--- config.mk ---
export PLATFORM = sky130hd
export DESIGN_NAME = spi_reg_bridge
export DESIGN_NICKNAME = d
export VERILOG_FILES = /design/src/rtl/spi_reg_pkg.sv /design/src/rtl/spi_in_sync.sv /design/src/rtl/spi_frame_ctl.sv /design/src/rtl/spi_tx_shift.sv /design/src/rtl/spi_reg_bridge.sv
export SDC_FILE = /design/constraint.sdc
export NUM_CORES = 1
export LEC_CHECK = 0
export BUFFER_PORTS_ARGS = -buffer_cell sky130_fd_sc_hd__buf_4
export CAP_MARGIN = 20
export CORE_MARGIN = 3
export CORE_UTILIZATION = 30
export DETAILED_ROUTE_END_ITERATION = 12
export PLACE_DENSITY = 0.43
export SYNTH_ARGS = -nofsm -noshare
export SYNTH_HDL_FRONTEND = slang
export SYNTH_HIERARCHICAL = 1
export SYNTH_SLANG_ARGS = --single-unit
export TNS_END_PERCENT = 1
--- constraint.sdc ---
create_clock -name clk -period 2.4 [get_ports clk]
set_input_delay 0.24 -clock clk [delete_from_list [all_inputs] [get_ports clk]]
set_output_delay 0.24 -clock clk [all_outputs]
set_load 0.005 [all_outputs]
--- src/rtl/spi_reg_pkg.sv ---
package spi_reg_pkg;
  localparam int CMD_BITS = 8;
  localparam int RW_BIT   = 7;

  typedef enum logic {
    OP_READ  = 1'b0,
    OP_WRITE = 1'b1
  } spi_op_e;

  // Total SCK rising edges in one well-formed frame.
  function automatic int frame_bits(input int data_w);
    return CMD_BITS + data_w;
  endfunction

  // Width of a bit counter that can count one past the frame length.
  function automatic int cnt_width(input int data_w);
    return $clog2(frame_bits(data_w) + 2);
  endfunction
endpackage

--- src/rtl/spi_in_sync.sv ---
module spi_in_sync #(
  parameter int              WIDTH   = 2,
  parameter int              STAGES  = 2,
  parameter logic [WIDTH-1:0] RST_VAL = '0
) (
  input  logic             clk,
  input  logic             rst_n,
  input  logic [WIDTH-1:0] din,
  output logic [WIDTH-1:0] dout
);
  logic [STAGES-1:0][WIDTH-1:0] chain;

  always_ff @(posedge clk or negedge rst_n) begin
    if (!rst_n) begin
      for (int i = 0; i < STAGES; i++) chain[i] <= RST_VAL;
    end else begin
      chain[0] <= din;
      for (int i = 1; i < STAGES; i++) chain[i] <= chain[i-1];
    end
  end

  assign dout = chain[STAGES-1];
endmodule

--- src/rtl/spi_frame_ctl.sv ---
module spi_frame_ctl
  import spi_reg_pkg::*;
#(
  parameter int ADDR_W = 5,
  parameter int DATA_W = 8
) (
  input  logic              clk,
  input  logic              rst_n,
  input  logic              cs_n_s,
  input  logic              cs_rise,
  input  logic              sck_rise,
  input  logic              sdi_s,
  output logic [ADDR_W-1:0] reg_addr,
  output logic              reg_wr,
  output logic [DATA_W-1:0] reg_wdata,
  output logic              reg_rd,
  output logic              rd_phase
);
  localparam int FRAME_BITS = frame_bits(DATA_W);
  localparam int CNT_W      = cnt_width(DATA_W);
  localparam logic [CNT_W-1:0] C_CMD_LAST = CNT_W'(CMD_BITS - 1);
  localparam logic [CNT_W-1:0] C_CMD      = CNT_W'(CMD_BITS);
  localparam logic [CNT_W-1:0] C_FULL     = CNT_W'(FRAME_BITS);
  localparam logic [CNT_W-1:0] C_OVER     = CNT_W'(FRAME_BITS + 1);

  logic [CNT_W-1:0]    cnt;
  logic [CMD_BITS-2:0] cmd_sh;
  logic [DATA_W-1:0]   dat_sh;
  logic                wr_frame;
  logic                rd_frame;

  // Named events for the assertions below.
  logic    cmd_done;
  logic    frame_full;
  logic    commit;
  spi_op_e op_now;

  assign op_now     = spi_op_e'(cmd_sh[RW_BIT-1]);
  assign cmd_done   = sck_rise && (cnt == C_CMD_LAST);
  assign frame_full = (cnt == C_FULL);
  assign commit     = cs_rise && frame_full && wr_frame;
  assign rd_phase   = rd_frame && (cnt >= C_CMD) && (cnt < C_FULL);

  always_ff @(posedge clk or negedge rst_n) begin
    if (!rst_n) begin
      cnt       <= '0;
      cmd_sh    <= '0;
      dat_sh    <= '0;
      wr_frame  <= 1'b0;
      rd_frame  <= 1'b0;
      reg_addr  <= '0;
      reg_wr    <= 1'b0;
      reg_wdata <= '0;
      reg_rd    <= 1'b0;
    end else begin
      reg_wr <= 1'b0;
      reg_rd <= 1'b0;
      if (cs_n_s) begin
        cnt      <= '0;
        cmd_sh   <= '0;
        dat_sh   <= '0;
        wr_frame <= 1'b0;
        rd_frame <= 1'b0;
        if (commit) begin
          reg_wr    <= 1'b1;
          reg_wdata <= dat_sh;
        end
      end else if (sck_rise) begin
        if (cnt != C_OVER) cnt <= cnt + 1'b1;
        if (cnt < C_CMD)       cmd_sh <= {cmd_sh[CMD_BITS-3:0], sdi_s};
        else if (cnt < C_FULL) dat_sh <= {dat_sh[DATA_W-2:0], sdi_s};
        if (cmd_done) begin
          reg_addr <= {cmd_sh[ADDR_W-2:0], sdi_s};
          if (op_now == OP_WRITE) begin
            wr_frame <= 1'b1;
          end else begin
            rd_frame <= 1'b1;
            reg_rd   <= 1'b1;
          end
        end
      end
    end
  end

  // a write strobe follows a release of chip select after a full frame.
  assert_wr_after_full_R4: assert property (@(posedge clk) disable iff (!rst_n)
    reg_wr |-> (cs_n_s && $past(frame_full) && $past(cs_rise)));

  // a release at any other count never yields a write strobe.
  assert_short_no_wr_R6: assert property (@(posedge clk) disable iff (!rst_n)
    (cs_rise && !frame_full) |=> !reg_wr);

  // the read strobe comes right after the last command bit.
  assert_rd_after_cmd_R5: assert property (@(posedge clk) disable iff (!rst_n)
    reg_rd |-> (cnt == C_CMD && rd_frame && !wr_frame));

  // a read strobe lasts a single cycle.
  assert_rd_one_cycle_R8: assert property (@(posedge clk) disable iff (!rst_n)
    reg_rd |=> !reg_rd);

  // the bit counter never passes its saturation value.
  assert_cnt_bound_R9: assert property (@(posedge clk) disable iff (!rst_n)
    cnt <= C_OVER);
endmodule

--- src/rtl/spi_tx_shift.sv ---
module spi_tx_shift #(
  parameter int DATA_W = 8
) (
  input  logic              clk,
  input  logic              rst_n,
  input  logic              clr,
  input  logic              load,
  input  logic [DATA_W-1:0] load_data,
  input  logic              shift_en,
  output logic              sdo
);
  logic [DATA_W-1:0] sh;

  always_ff @(posedge clk or negedge rst_n) begin
    if (!rst_n) begin
      sh  <= '0;
      sdo <= 1'b0;
    end else if (clr) begin
      sh  <= '0;
      sdo <= 1'b0;
    end else if (load) begin
      sh <= load_data;
    end else if (shift_en) begin
      sdo <= sh[DATA_W-1];
      sh  <= {sh[DATA_W-2:0], 1'b0};
    end
  end

  // the output bit moves only after a data-phase falling edge or a clear.
  assert_sdo_stable_R2: assert property (@(posedge clk) disable iff (!rst_n)
    (!$past(shift_en) && !$past(clr)) |-> $stable(sdo));
endmodule

--- src/rtl/spi_reg_bridge.sv ---
module spi_reg_bridge #(
  parameter int ADDR_W      = 5,
  parameter int DATA_W      = 8,
  parameter int SYNC_STAGES = 2
) (
  input  logic              clk,
  input  logic              rst_n,
  input  logic              spi_sel_n,
  input  logic              spi_clk,
  input  logic              spi_din,
  output logic              spi_dout,
  output logic              spi_dout_oe,
  output logic [ADDR_W-1:0] reg_addr,
  output logic              reg_wr,
  output logic [DATA_W-1:0] reg_wdata,
  output logic              reg_rd,
  input  logic [DATA_W-1:0] reg_rdata
);
  logic [2:0] pins_s;
  logic       cs_n_s, sck_s, sdi_s;
  logic       cs_n_d, sck_d;
  logic       cs_rise, sck_rise, sck_fall;
  logic       rd_phase;

  spi_in_sync #(
    .WIDTH  (3),
    .STAGES (SYNC_STAGES),
    .RST_VAL(3'b100)
  ) u_sync (
    .clk  (clk),
    .rst_n(rst_n),
    .din  ({spi_sel_n, spi_clk, spi_din}),
    .dout (pins_s)
  );

  assign {cs_n_s, sck_s, sdi_s} = pins_s;

  always_ff @(posedge clk or negedge rst_n) begin
    if (!rst_n) begin
      cs_n_d      <= 1'b1;
      sck_d       <= 1'b0;
      spi_dout_oe <= 1'b0;
    end else begin
      cs_n_d      <= cs_n_s;
      sck_d       <= sck_s;
      spi_dout_oe <= !cs_n_s;
    end
  end

  assign cs_rise  = cs_n_s && !cs_n_d;
  assign sck_rise = sck_s && !sck_d;
  assign sck_fall = !sck_s && sck_d;

  spi_frame_ctl #(
    .ADDR_W(ADDR_W),
    .DATA_W(DATA_W)
  ) u_frame (
    .clk      (clk),
    .rst_n    (rst_n),
    .cs_n_s   (cs_n_s),
    .cs_rise  (cs_rise),
    .sck_rise (sck_rise),
    .sdi_s    (sdi_s),
    .reg_addr (reg_addr),
    .reg_wr   (reg_wr),
    .reg_wdata(reg_wdata),
    .reg_rd   (reg_rd),
    .rd_phase (rd_phase)
  );

  spi_tx_shift #(
    .DATA_W(DATA_W)
  ) u_tx (
    .clk      (clk),
    .rst_n    (rst_n),
    .clr      (cs_n_s),
    .load     (reg_rd),
    .load_data(reg_rdata),
    .shift_en (sck_fall && rd_phase && !cs_n_s),
    .sdo      (spi_dout)
  );

  // no drive while chip select has been high for two cycles.
  assert_oe_idle_R7: assert property (@(posedge clk) disable iff (!rst_n)
    (cs_n_s && $past(cs_n_s)) |-> !spi_dout_oe);

  // the two bus strobes never coincide.
  assert_wr_rd_excl_R8: assert property (@(posedge clk) disable iff (!rst_n)
    !(reg_wr && reg_rd));
endmodule

==> results of run 1 <==
## where the power goes
group	switching, mW	total (mW)	internal [mW]
clock	0.271	0.473	0.202
combinational	0.0387	0.0658	0.0271
sequential	0.00957	0.948	0.939
## how the worst min path moves through the flow
stage / endpoint / slack [ns]
2_1_floorplan: sck_d / -0.06
3_3_place_gp: u_frame/reg_addr[4] / 0.33
3_5_place_dp: u_frame/cmd_sh[3] / 0.33
4_1_cts: u_frame/reg_addr[0] / 0.001
5_1_grt: u_sync/chain[0] / 0.03
6_report: u_frame/cmd_sh[3] / -0.03
## through the flow
| stage | std cells | util | total power, mW | setup WS [ns] |
|---|---|---|---|---|
| 6_report | 303 | 0.363 | 1.49 | 0.489 |
| 5_1_grt | 303 | 0.363 | 1.55 | 0.358 |
| 4_1_cts | 303 | 0.363 | 1.51 | 0.476 |
| 3_5_place_dp | 296 | 0.353 | 1.04 | 0.490 |
| 3_3_place_gp | 296 | 0.353 | 1.03 | 0.542 |
| 2_1_floorplan | 177 | - | 0.993 | 0.602 |
## registers in the layout (all words and copies together) (netlist names)
signal and count:
u_sync/dout 3, cs_n_d 1, u_frame/dat_sh 8, u_frame/reg_wr 1
u_frame/wr_frame 1, u_frame/cnt 5, sck_d 1, u_frame/reg_rd 1
u_frame/reg_addr 5, u_tx/sdo 1, u_frame/reg_wdata 8, u_tx/sh 8
spi_dout_oe 1, u_frame/rd_frame 1, u_frame/cmd_sh 7, u_sync/chain 3
## layout by cell type, fill, tap and decap left out, drive strengths merged
master / instances
nand2: 4
inv: 7
and2: 1
dfstp: 3
nor2b: 2
a22o: 2
and4: 2
nand2b: 1
and3: 1
mux2i: 24
ha: 3
clkbuf: 7
nand3b: 1
xnor2: 1
a21oi: 2
a31oi: 1
nor3b: 3
nor2: 29
nand4: 2
xor2: 1
mux2: 21
buf: 32
dfrtp: 52
a311o: 1
and4bb: 1
## metal layers
layer,GRT usage,part of all wire,vias up
met5,0,0,-
met4,0.0325,0.013,0
met3,0.0271,0.037,6
met2,0.148,0.46,22
met1,0.135,0.49,653
li1,-,-,641
## final cells by class
class / instances / share of cell area
tap: 99 / 0.0458
clock buffer: 7 / 0.0282
timing repair buffer: 32 / 0.0888
sequential: 55 / 0.510
inverter: 7 / 0.00972
multi-input combinational: 103 / 0.317
## cell families after synthesis
logic type	synth area share
AND/OR/NAND/NOR	0.101
multiplexers	0.222
flip-flops	0.587
XOR/XNOR	0.00745
AO/OA/AOI/OAI	0.0186
buffers and inverters	0.0489
adder cells (fa/ha/maj)	0.0160
==> key figures, run 1 <==
Outcome
  – Status: finished with violations
  – Violated checks: hold timing

Synth
  – Cell variety after synth: 32
  – Post-synth net total: between 150 and 200
  – Asr flop ratio synth: 1.00
  – Synth top area share: 0.553
  – Commonest cells in the synthesized netlist: dfrtp_1 (52), nor2_1 (29), mux2i_1 (24)
  – Yosys warning count: 6
  – Post-synthesis register bit count: 55
  – Post-synthesis sequential area ratio: 0.587
  – Syn avg cell area: roughly 13 um2
  – Post-Syn Instances: 177
  – Number of synthesized flops with an enable pin: 0
  – Post-synth top flop: dfrtp_1
  – Most area-consuming cells after synthesis: dfrtp_1 (55%), mux2i_1 (10%), mux2_4 (7.7%)
  – Count leader, synth: dfrtp_1
  – Leading area contributor after synthesis: dfrtp_1
  – Mapped cell area: ~0.0024 mm2

Global route
  – First-pass GRT wire length: around 7000 um
  – Total global routing overflow: 0
  – Initial antenna violation count: 0
  – Largest net degree at the start of global routing: 56
  – Vias in the first global route: 1368
  – Overall routing resource usage: 0.0977

Critical path
  – Critical path's slowest cell: dfstp_2
  – CP max FO: 14
  – WP data arrival: 2.10 ns
  – Top delay family on crit path: simple AND/OR/NAND/NOR gates
  – FF-to-FF Start: u_sync/dout[2]
  – Worst-case reg-to-reg path depth: 4
  – R2R Setup Slk: slightly below 0.5 ns
  – Critical path capture point type: flop
  – CP Cell Sequence: nor2b_1 -> and4_1 -> and3_1 -> mux2_2
  – CP Class: reg -> reg
  – CP Launch Point: u_sync/dout[2]
  – Worst path depth: 4
  – FF-to-FF End: u_frame/reg_wdata[7]
  – Critical Path Start Type: flop
  – Critical Path RT: between 2 and 3 ns
  – CP max stage delay: 0.68 ns
  – Worst Setup EP: u_frame/reg_wdata[7]
  – Crit path buf inv count: 0

Die
  – Chip Width: 94.6 um
  – Die Y: ~95 um
  – Initial Util: 0.316
  – I/O Pins: 30
  – Core area: between 0.007 and 0.008 mm2
  – DIE AREA: 0.00894 mm2
  – Rows: 31

Detailed routing
  – Via density: 4.36
  – Via count: 1322
  – Post-DRT Antenna Nets: 0
  – Avg WL per Cell: 13.5 um
  – Final wirelength: 4080 um
  – Router iterations before antenna repair: 4
  – Post-route DRC: 0
  – 1st-iter DRT viols: 48

CTS
  – # H-tree levels: 2
  – Clock tree buffer depth: 2
  – CTS Hold Bufs: 0
  – Clk_lat worst skew: 0.30 ns
  – # Post-CTS Setup Buffers: 0
  – Reg clk slew, reported paths: 0.09 ns
  – Post-cts sizing count: 0
  – CTS tree: done
  – Clk sink count: between 50 and 60
  – Root buf cell: clkbuf_8
  – CTS buffer count: 5

Layout
  – Final Cell Area: ~0.0027 mm2
  – Nets@finish: 220
  – FF/Latch Area: between 0.001 and 0.0015 mm2
  – Ant diodes: 0
  – Fill cells: between 700 and 800
  – Synth-to-Final Area Change: 14.9%
  – Fraction of layout instances using a drive strength above 1: 0.319
  – Area occupied by multi-input gates: 857 um2

Worst hold path
  – HP Class: in -> async

STA
  – Slew HR: 0.545
  – Hold Slack: -0.0256 ns
  – Final Hold Fails: 48
  – Clk_skew: between 0.005 and 0.006 ns
  – Fmax: between 0.5 and 0.6 GHz
  – Final period util: 0.796
  – RSZ-0062 raised after global routing: false
  – Final min period: around 1.9 ns
  – Final max-slew violation count: 0
  – Setup-failing EPs final: 0
  – Worst slew pin tran: around 0.7 ns
  – Total Neg Setup Slack: 0 ns

Place
  – Post-DP HPWL: ~2900 um
  – GP Congestion: around 0.76
  – PortBufs: 29
  – Placed Instance Area: approximately 0.0026 mm2

Power
  – Power Density: 550 mW/mm2
  – Maximum VDD drop: between 150 and 200 uV
  – Leakage: ~1.3 nW

Flow run
  – Max-Cap Viols: 0
Power figures use the tool's default switching activity.
==> run 2: changes to the inputs <==
ABC_AREA = 1   (was not set)
PLACE_DENSITY = 0.44   (was 0.43)
clock period = 1.7 ns   (was 2.4 ns; I/O delays follow)
==> run 2 against run 1 <==
  * Final cell count up 30%
  * Via count up 31%
  * Worst setup slack worse by 0.27 ns
  * The flow now finishes without violations
  * Die area up 3.9%
==> key figures, run 2 <==
Power
  – Sequential fraction of design power: 0.600 (-0.038)
  – Power Density: 797 mW/mm2 (+45%)
  – Comb pwr share: 0.068 (+0.024)
  – Maximum VDD drop: 297 uV (+51%)
  – Tot Pwr: 2.28 mW (+53%)
  – Leakage: 1.43 nW (+6.5%)
  – Net switching power: 0.544 mW (+70%)
  – Clock share of power: 0.332 (+0.014)
  – Sw frac: 0.239 (+0.0237)
  – Int Pwr: 1.74 mW (+49%)

CTS
  – Root buf cell: clkbuf_8
  – Clk_lat worst skew: 0.31 ns (about the same)
  – Clock tree buffer depth: 2 (unchanged)
  – Clk sink count: 55 (unchanged)
  – # H-tree levels: 2 (unchanged)
  – Reg clk slew, reported paths: 0.10 ns (about the same)
  – CTS tree: done
  – CTS buffer count: 5 (unchanged)

Synth
  – Post-synth net total: 273 (+41%)
  – Syn avg cell area: 9.53 um2 (-28%)
  – Post-synthesis register bit count: 55 (unchanged)
  – Mapped cell area: 0.00245 mm2 (+4.1%)
  – Number of synthesized flops with an enable pin: 0 (unchanged)
  – Post-synthesis sequential area ratio: 0.563 (-0.0234)
  – Count leader, synth: nand2_1
  – Cell variety after synth: 30 (-6.3%)
  – Most area-consuming cells after synthesis: dfrtp_1 (53%), nand2_1 (12%), nand3_1 (5.5%)
  – Synth top area share: 0.531 (-0.0220)
  – Post-synth top flop: dfrtp_1
  – Yosys warning count: 6 (unchanged)
  – Leading area contributor after synthesis: dfrtp_1
  – Commonest cells in the synthesized netlist: nand2_1 (80), dfrtp_1 (52), nand3_1 (27)
  – Post-Syn Instances: 257 (+45%)
  – Asr flop ratio synth: 1.00 (unchanged)

STA
  – RSZ-0062 raised after global routing: false
  – Final worst slack: 0.217 ns (-0.272 ns)
  – Final Hold Fails: 0 (-100%)
  – Final period util: 0.872 (+0.0762)
  – Slew HR: 0.546 (+0.00111)
  – Fmax: 0.674 GHz (+29%)
  – Clk_skew: 0.00526 ns (-0.00000611 ns)
  – Total Neg Setup Slack: 0 ns (unchanged)
  – Final max-slew violation count: 0 (unchanged)
  – Setup-failing EPs final: 0 (unchanged)
  – Final min period: 1.48 ns (-0.428 ns)
  – Hold Slack: 0.101 ns (+0.126 ns)
  – Worst slew pin tran: 0.681 ns (-0.00166 ns)

Die
  – Die Y: 96.4 um (+1.9%)
  – I/O Pins: 30 (unchanged)
  – Core area: 0.00781 mm2 (+4.8%)
  – DIE AREA: 0.00929 mm2 (+3.9%)
  – Initial Util: 0.314 (-0.00208)
  – Chip Width: 96.4 um (+1.9%)
  – Rows: 32 (+3.2%)

Layout
  – Most frequent cells in the layout: nand2_1 (79), dfrtp_1 (52), buf_4 (35), nand3_1 (27), inv_1 (17)
  – Fraction of layout instances using a drive strength above 1: 0.253 (-0.0652)
  – Layout Cells excl Fill: 394 (+30%)
  – Synth-to-Final Area Change: 16.8%
  – Nets@finish: 307 (+40%)
  – Commonest non-fill, non-tap cell in the layout: nand2_1
  – Fin util: 0.366 (+0.00328)
  – Largest registers: u_frame/dat_sh (8), u_frame/reg_wdata (8), u_tx/sh (8)
  – Final Cell Area: 0.00286 mm2 (+5.8%)
  – Ant diodes: 0 (unchanged)

Flow run
  – Max-Cap Viols: 0 (unchanged)

Global route
  – Vias in the first global route: 1666 (+22%)
  – Initial antenna violation count: 0 (unchanged)
  – Overall routing resource usage: 0.111 (+0.0134)
  – Total global routing overflow: 0 (unchanged)
  – Largest net degree at the start of global routing: 56 (unchanged)
  – First-pass GRT wire length: 8070 um (+18%)

Worst hold path
  – Hold path startpoint: reg_rdata[0]
  – HP Class: in -> reg

Detailed routing
  – Avg WL per Cell: 11.7 um (-13%)
  – Via density: 4.39 (+0.58%)
  – Post-DRT Antenna Nets: 0 (unchanged)
  – Final wirelength: 4620 um (+13%)
  – Router iterations before antenna repair: 4 (unchanged)
  – 1st-iter DRT viols: 99 (+110%)
  – Via count: 1729 (+31%)
  – Post-route DRC: 0 (unchanged)

Place
  – Pre-CTS WS: 0.104 ns (-0.387 ns)
  – GP Congestion: 0.693 (-8.2%)
  – PortBufs: 29 (unchanged)
  – Placed cell count: 382 (+29%)
  – Placed Instance Area: 0.00272 mm2 (+3.6%)
  – Post-DP HPWL: 3130 um (+9.9%)

Critical path
  – WP data arrival: 1.74 ns (-0.36 ns)
  – Critical path capture point type: flop
  – Critical Path Start Type: flop
  – CP Class: reg -> reg
  – CP max FO: 12 (-2)
  – FF-to-FF Start: u_sync/dout[2]
  – CP Launch Point: u_sync/dout[2]
  – Critical Path RT: 1.95 ns (-0.64 ns)

Outcome
  – Status: completed
-- run 2: cell count changes after synthesis, moves of 10 or more --
cell,change
mux2i_1,-24
mux2_4,-12
nand3_1,+27
o21ai_0,+16
inv_1,+10
nand2_1,+76
nor2_1,-21
-- run 2: metal layers --
| metal | vias to the layer above | wire length (um) | GRT usage |
|---|---|---|---|
| met1 | 809 | 2310 | 0.159 |
| met3 | 2 | 192 | 0.0313 |
| li1 | 892 | - | - |
| met4 | 0 | 36 | 0.0245 |
| met2 | 26 | 2080 | 0.167 |
| met5 | - | 0 | 0 |
-- run 2: power groups by stage --
stage / logic [mW] / clock network (mW) / registers [mW]
6_report: 0.156 / 0.757 / 1.37
5_1_grt: 0.182 / 0.850 / 1.37
4_1_cts: 0.160 / 0.791 / 1.37
3_5_place_dp: 0.152 / 0 / 1.39
3_3_place_gp: 0.154 / 0 / 1.39
2_1_floorplan: 0.0936 / 0 / 1.38
-- run 2: final cells by class --
| cell class | instances | area (um2) |
|---|---|---|
| fillers | 812 | 4950 |
| flip-flops and latches | 55 | 1380 |
| multi-input cells | 168 | 862 |
| repair buffers | 39 | 303 |
| well taps | 102 | 128 |
| inverters | 22 | 92.6 |
| clock buffers | 7 | 86.3 |
| clock inverters | 1 | 8.76 |
-- run 2: path summary, 6_finish.rpt --
path / to / slack, ns / cells after the start
setup / recovery: u_frame/reg_wdata[2] / 0.22 / 8
max in group asynchronous: u_frame/cnt[3] / 0.81 / 2
hold reg to reg: u_sync/dout[1] / 0.36 / 0
hold / removal: u_tx/sh[0] / 0.10 / 3
min in group asynchronous: u_frame/reg_wdata[7] / 0.44 / 2
setup reg to reg: u_frame/reg_wdata[2] / 0.22 / 8
-- run 2: critical path: stages, from the launching register on --
cell and delay [ns]:
dfstp_2 0.64, inv_2 0.07, nor2_1 0.08, nand2_1 0.05
nor2_1 0.12, nand2_2 0.20, inv_2 0.15, nand2_1 0.06
nand2_1 0.05
-- run 2: kinds of logic (layout without fill, tap and decap cells) --
logic type / Yosys count / count (layout) / share of synthesized area
AO/OA/AOI/OAI: 34 / 34 / 0.0924
adder cells (fa/ha/maj): 3 / 3 / 0.0153
buffers and inverters: 34 / 69 / 0.0858
AND/OR/NAND/NOR: 131 / 131 / 0.243
flip-flops: 55 / 55 / 0.563
-- run 2: what timing repair did --
| item | in CTS | in global routing |
|---|---|---|
| setup buffers | 0 | 0 |
| resized for setup | 0 | 1 |
| hold buffers | 4 | 0 |
| setup endpoints to repair | 0 | 6 |
| hold endpoints to repair | 55 | 0 |
==> run 3: changes to the inputs <==
REMOVE_ABC_BUFFERS = 1   (was not set)
==> run 3 against run 2 <==
  * Via count fell by 1.0%
  * Non-clock buffer count up 1
  * Combinational power about the same
  * Clock power grew 14%
  * Worst setup slack worse by 0.040 ns
==> key figures, run 3 (same netlist as run 2, synthesis figures left out) <==
Place
  – GP Congestion: 0.782 (+13%)
  – Placed Instance Area: 0.00273 mm2 (+0.28%)
  – Post-DP HPWL: 3150 um (+0.62%)
  – PortBufs: 29 (unchanged)

Critical path
  – Critical Path Start Type: flop
  – Crit path buf inv count: 2 (unchanged)
  – Critical path capture point type: flop
  – Top delay family on crit path: flip-flops
  – CP Cell Sequence: inv_2 -> nand2_2 -> nor2_2 -> buf_4 -> nor2_2 -> nand3_1 -> nand2_1
  – CP max stage delay: 0.65 ns (about the same)
  – CP Class: reg -> reg
  – CP dominant cell by count: nor2_2
  – WP data arrival: 1.77 ns (+0.03 ns)
  – Critical Path RT: 1.95 ns (about the same)
  – CP max FO: 9 (-3)
  – Critical path's slowest cell: dfstp_2

STA
  – RSZ-0062 raised after global routing: false
  – Final max-slew violation count: 0 (unchanged)
  – Worst slew pin tran: 0.707 ns (+0.0258 ns)
  – Setup-failing EPs final: 0 (unchanged)
  – Slew HR: 0.528 (-0.0172)
  – Final min period: 1.52 ns (+0.0398 ns)
  – Final Hold Fails: 0 (unchanged)
  – Final period util: 0.896 (+0.0234)
  – Total Neg Setup Slack: 0 ns (unchanged)
  – Clk_skew: 0.0120 ns (+0.00677 ns)
  – Fmax: 0.657 GHz (-2.6%)

Power
  – Tot Pwr: 2.39 mW (+4.7%)
  – Leakage: 1.43 nW (+0.59%)
  – Maximum VDD drop: 308 uV (+3.7%)
  – Power Density: 828 mW/mm2 (+3.9%)

Layout
  – Synth-to-Final Area Change: 17.7%
  – Fill cells: 802 (-1.2%)
  – Final Cell Area: 0.00288 mm2 (+0.79%)
  – Most frequent cells in the layout: nand2_1 (79), dfrtp_1 (52), buf_4 (36), nand3_1 (27), inv_1 (17)
  – Largest registers: u_frame/dat_sh (8), u_frame/reg_wdata (8), u_tx/sh (8)
  – Commonest non-fill, non-tap cell in the layout: nand2_1
  – Fraction of layout instances using a drive strength above 1: 0.256 (+0.00255)
  – Ant diodes: 0 (unchanged)
  – Nets@finish: 308 (+0.33%)

CTS
  – # H-tree levels: 2 (unchanged)
  – CTS tree: done
  – CTS buffer count: 5 (unchanged)
  – Clock tree buffer depth: 2 (unchanged)
  – Root buf cell: clkbuf_8
  – Clk sink count: 55 (unchanged)
  – Reg clk slew, reported paths: 0.10 ns (about the same)
  – Clk_lat worst skew: 0.31 ns (about the same)

Global route
  – Vias in the first global route: 1683 (+1.0%)
  – First-pass GRT wire length: 8140 um (+0.94%)
  – Overall routing resource usage: 0.114 (+0.00298)
  – Total global routing overflow: 0 (unchanged)
  – Largest net degree at the start of global routing: 56 (unchanged)
  – Initial antenna violation count: 0 (unchanged)

Detailed routing
  – Via density: 4.33 (-1.3%)
  – Router iterations before antenna repair: 4 (unchanged)
  – Post-DRT Antenna Nets: 0 (unchanged)
  – Avg WL per Cell: 12.0 um (+2.1%)
  – Final wirelength: 4730 um (+2.4%)
  – 1st-iter DRT viols: 74 (-25%)
  – Post-route DRC: 0 (unchanged)
  – Via count: 1711 (-1.0%)

Flow run
  – Max-Cap Viols: 0 (unchanged)

Die
  – Chip Width: 96.4 um (unchanged)
  – DIE AREA: 0.00929 mm2 (unchanged)
  – Rows: 32 (unchanged)
  – Die Y: 96.4 um (unchanged)
  – I/O Pins: 30 (unchanged)
  – Core area: 0.00781 mm2 (unchanged)
  – Initial Util: 0.314 (unchanged)

Worst hold path
  – HP Class: in -> reg

Outcome
  – Status: completed
run 3: changes by cell type in the layout (fill, tap and decap cells not counted), sizes merged:
cell	change
clkbuf	-1
clkinv	-1
clkinvlp	+1
bufinv	+1
buf	+1
run 3: path summary, 6_finish.rpt:
path | depth (start not counted) | end | from | slack [ns]
worst max-delay path | 7 | u_tx/sh[2] | u_sync/dout[2] | 0.18
worst min-delay path | 3 | u_tx/sh[0] | reg_rdata[0] | 0.12
worst max register to register | 7 | u_tx/sh[2] | u_sync/dout[2] | 0.18
worst min register to register | 0 | u_sync/dout[1] | u_sync/chain[1] | 0.35
max in group asynchronous | 2 | sck_d | rst_n | 0.78
min in group asynchronous | 2 | u_tx/sh[3] | rst_n | 0.45
run 3: through the flow:
stage / util / instances / worst slack [ns] / hold WS (ns)
6_report: 0.369 / 395 / 0.177 / 0.117
2_1_floorplan: - / 245 / 0.249 / -0.126
3_5_place_dp: 0.350 / 383 / 0.0586 / 0.273
4_1_cts: 0.369 / 395 / 0.0304 / 0.107
5_1_grt: 0.369 / 395 / 0.00538 / 0.123
3_3_place_gp: 0.350 / 383 / 0.0822 / 0.279
run 3: repair_timing:
action	in CTS	in global routing
hold buffers	4	0
setup endpoints to repair	0	8
setup buffers	0	0
resized for setup	0	1
endpoints found under the hold margin	55	0
run 3: power breakdown:
group          total, mW  switching (mW)  internal, mW
sequential          1.37          0.0279          1.34
clock              0.865           0.425         0.440
combinational      0.155          0.0936        0.0618
run 3: layout make-up:
type | count | area [um2] | share of cell area
flip-flops and latches | 55 | 1380 | 0.479
multi-input cells | 168 | 862 | 0.299
repair buffers | 40 | 310 | 0.108
well taps | 102 | 128 | 0.0443
inverters | 22 | 92.6 | 0.0321
clock buffers | 6 | 72.6 | 0.0252
clock inverters | 2 | 37.5 | 0.0130
run 3: worst min-delay path: stages:
cell and delay, ns:
buf_4 0.08, nand3_1 0.07, nand2_1 0.07
run 3: routing by layer:
layer,share of wire,up-vias,track usage
li1,-,889,-
met1,0.51,789,0.160
met2,0.43,28,0.170
met3,0.040,5,0.0266
met4,0.013,0,0.0432
met5,0,-,0
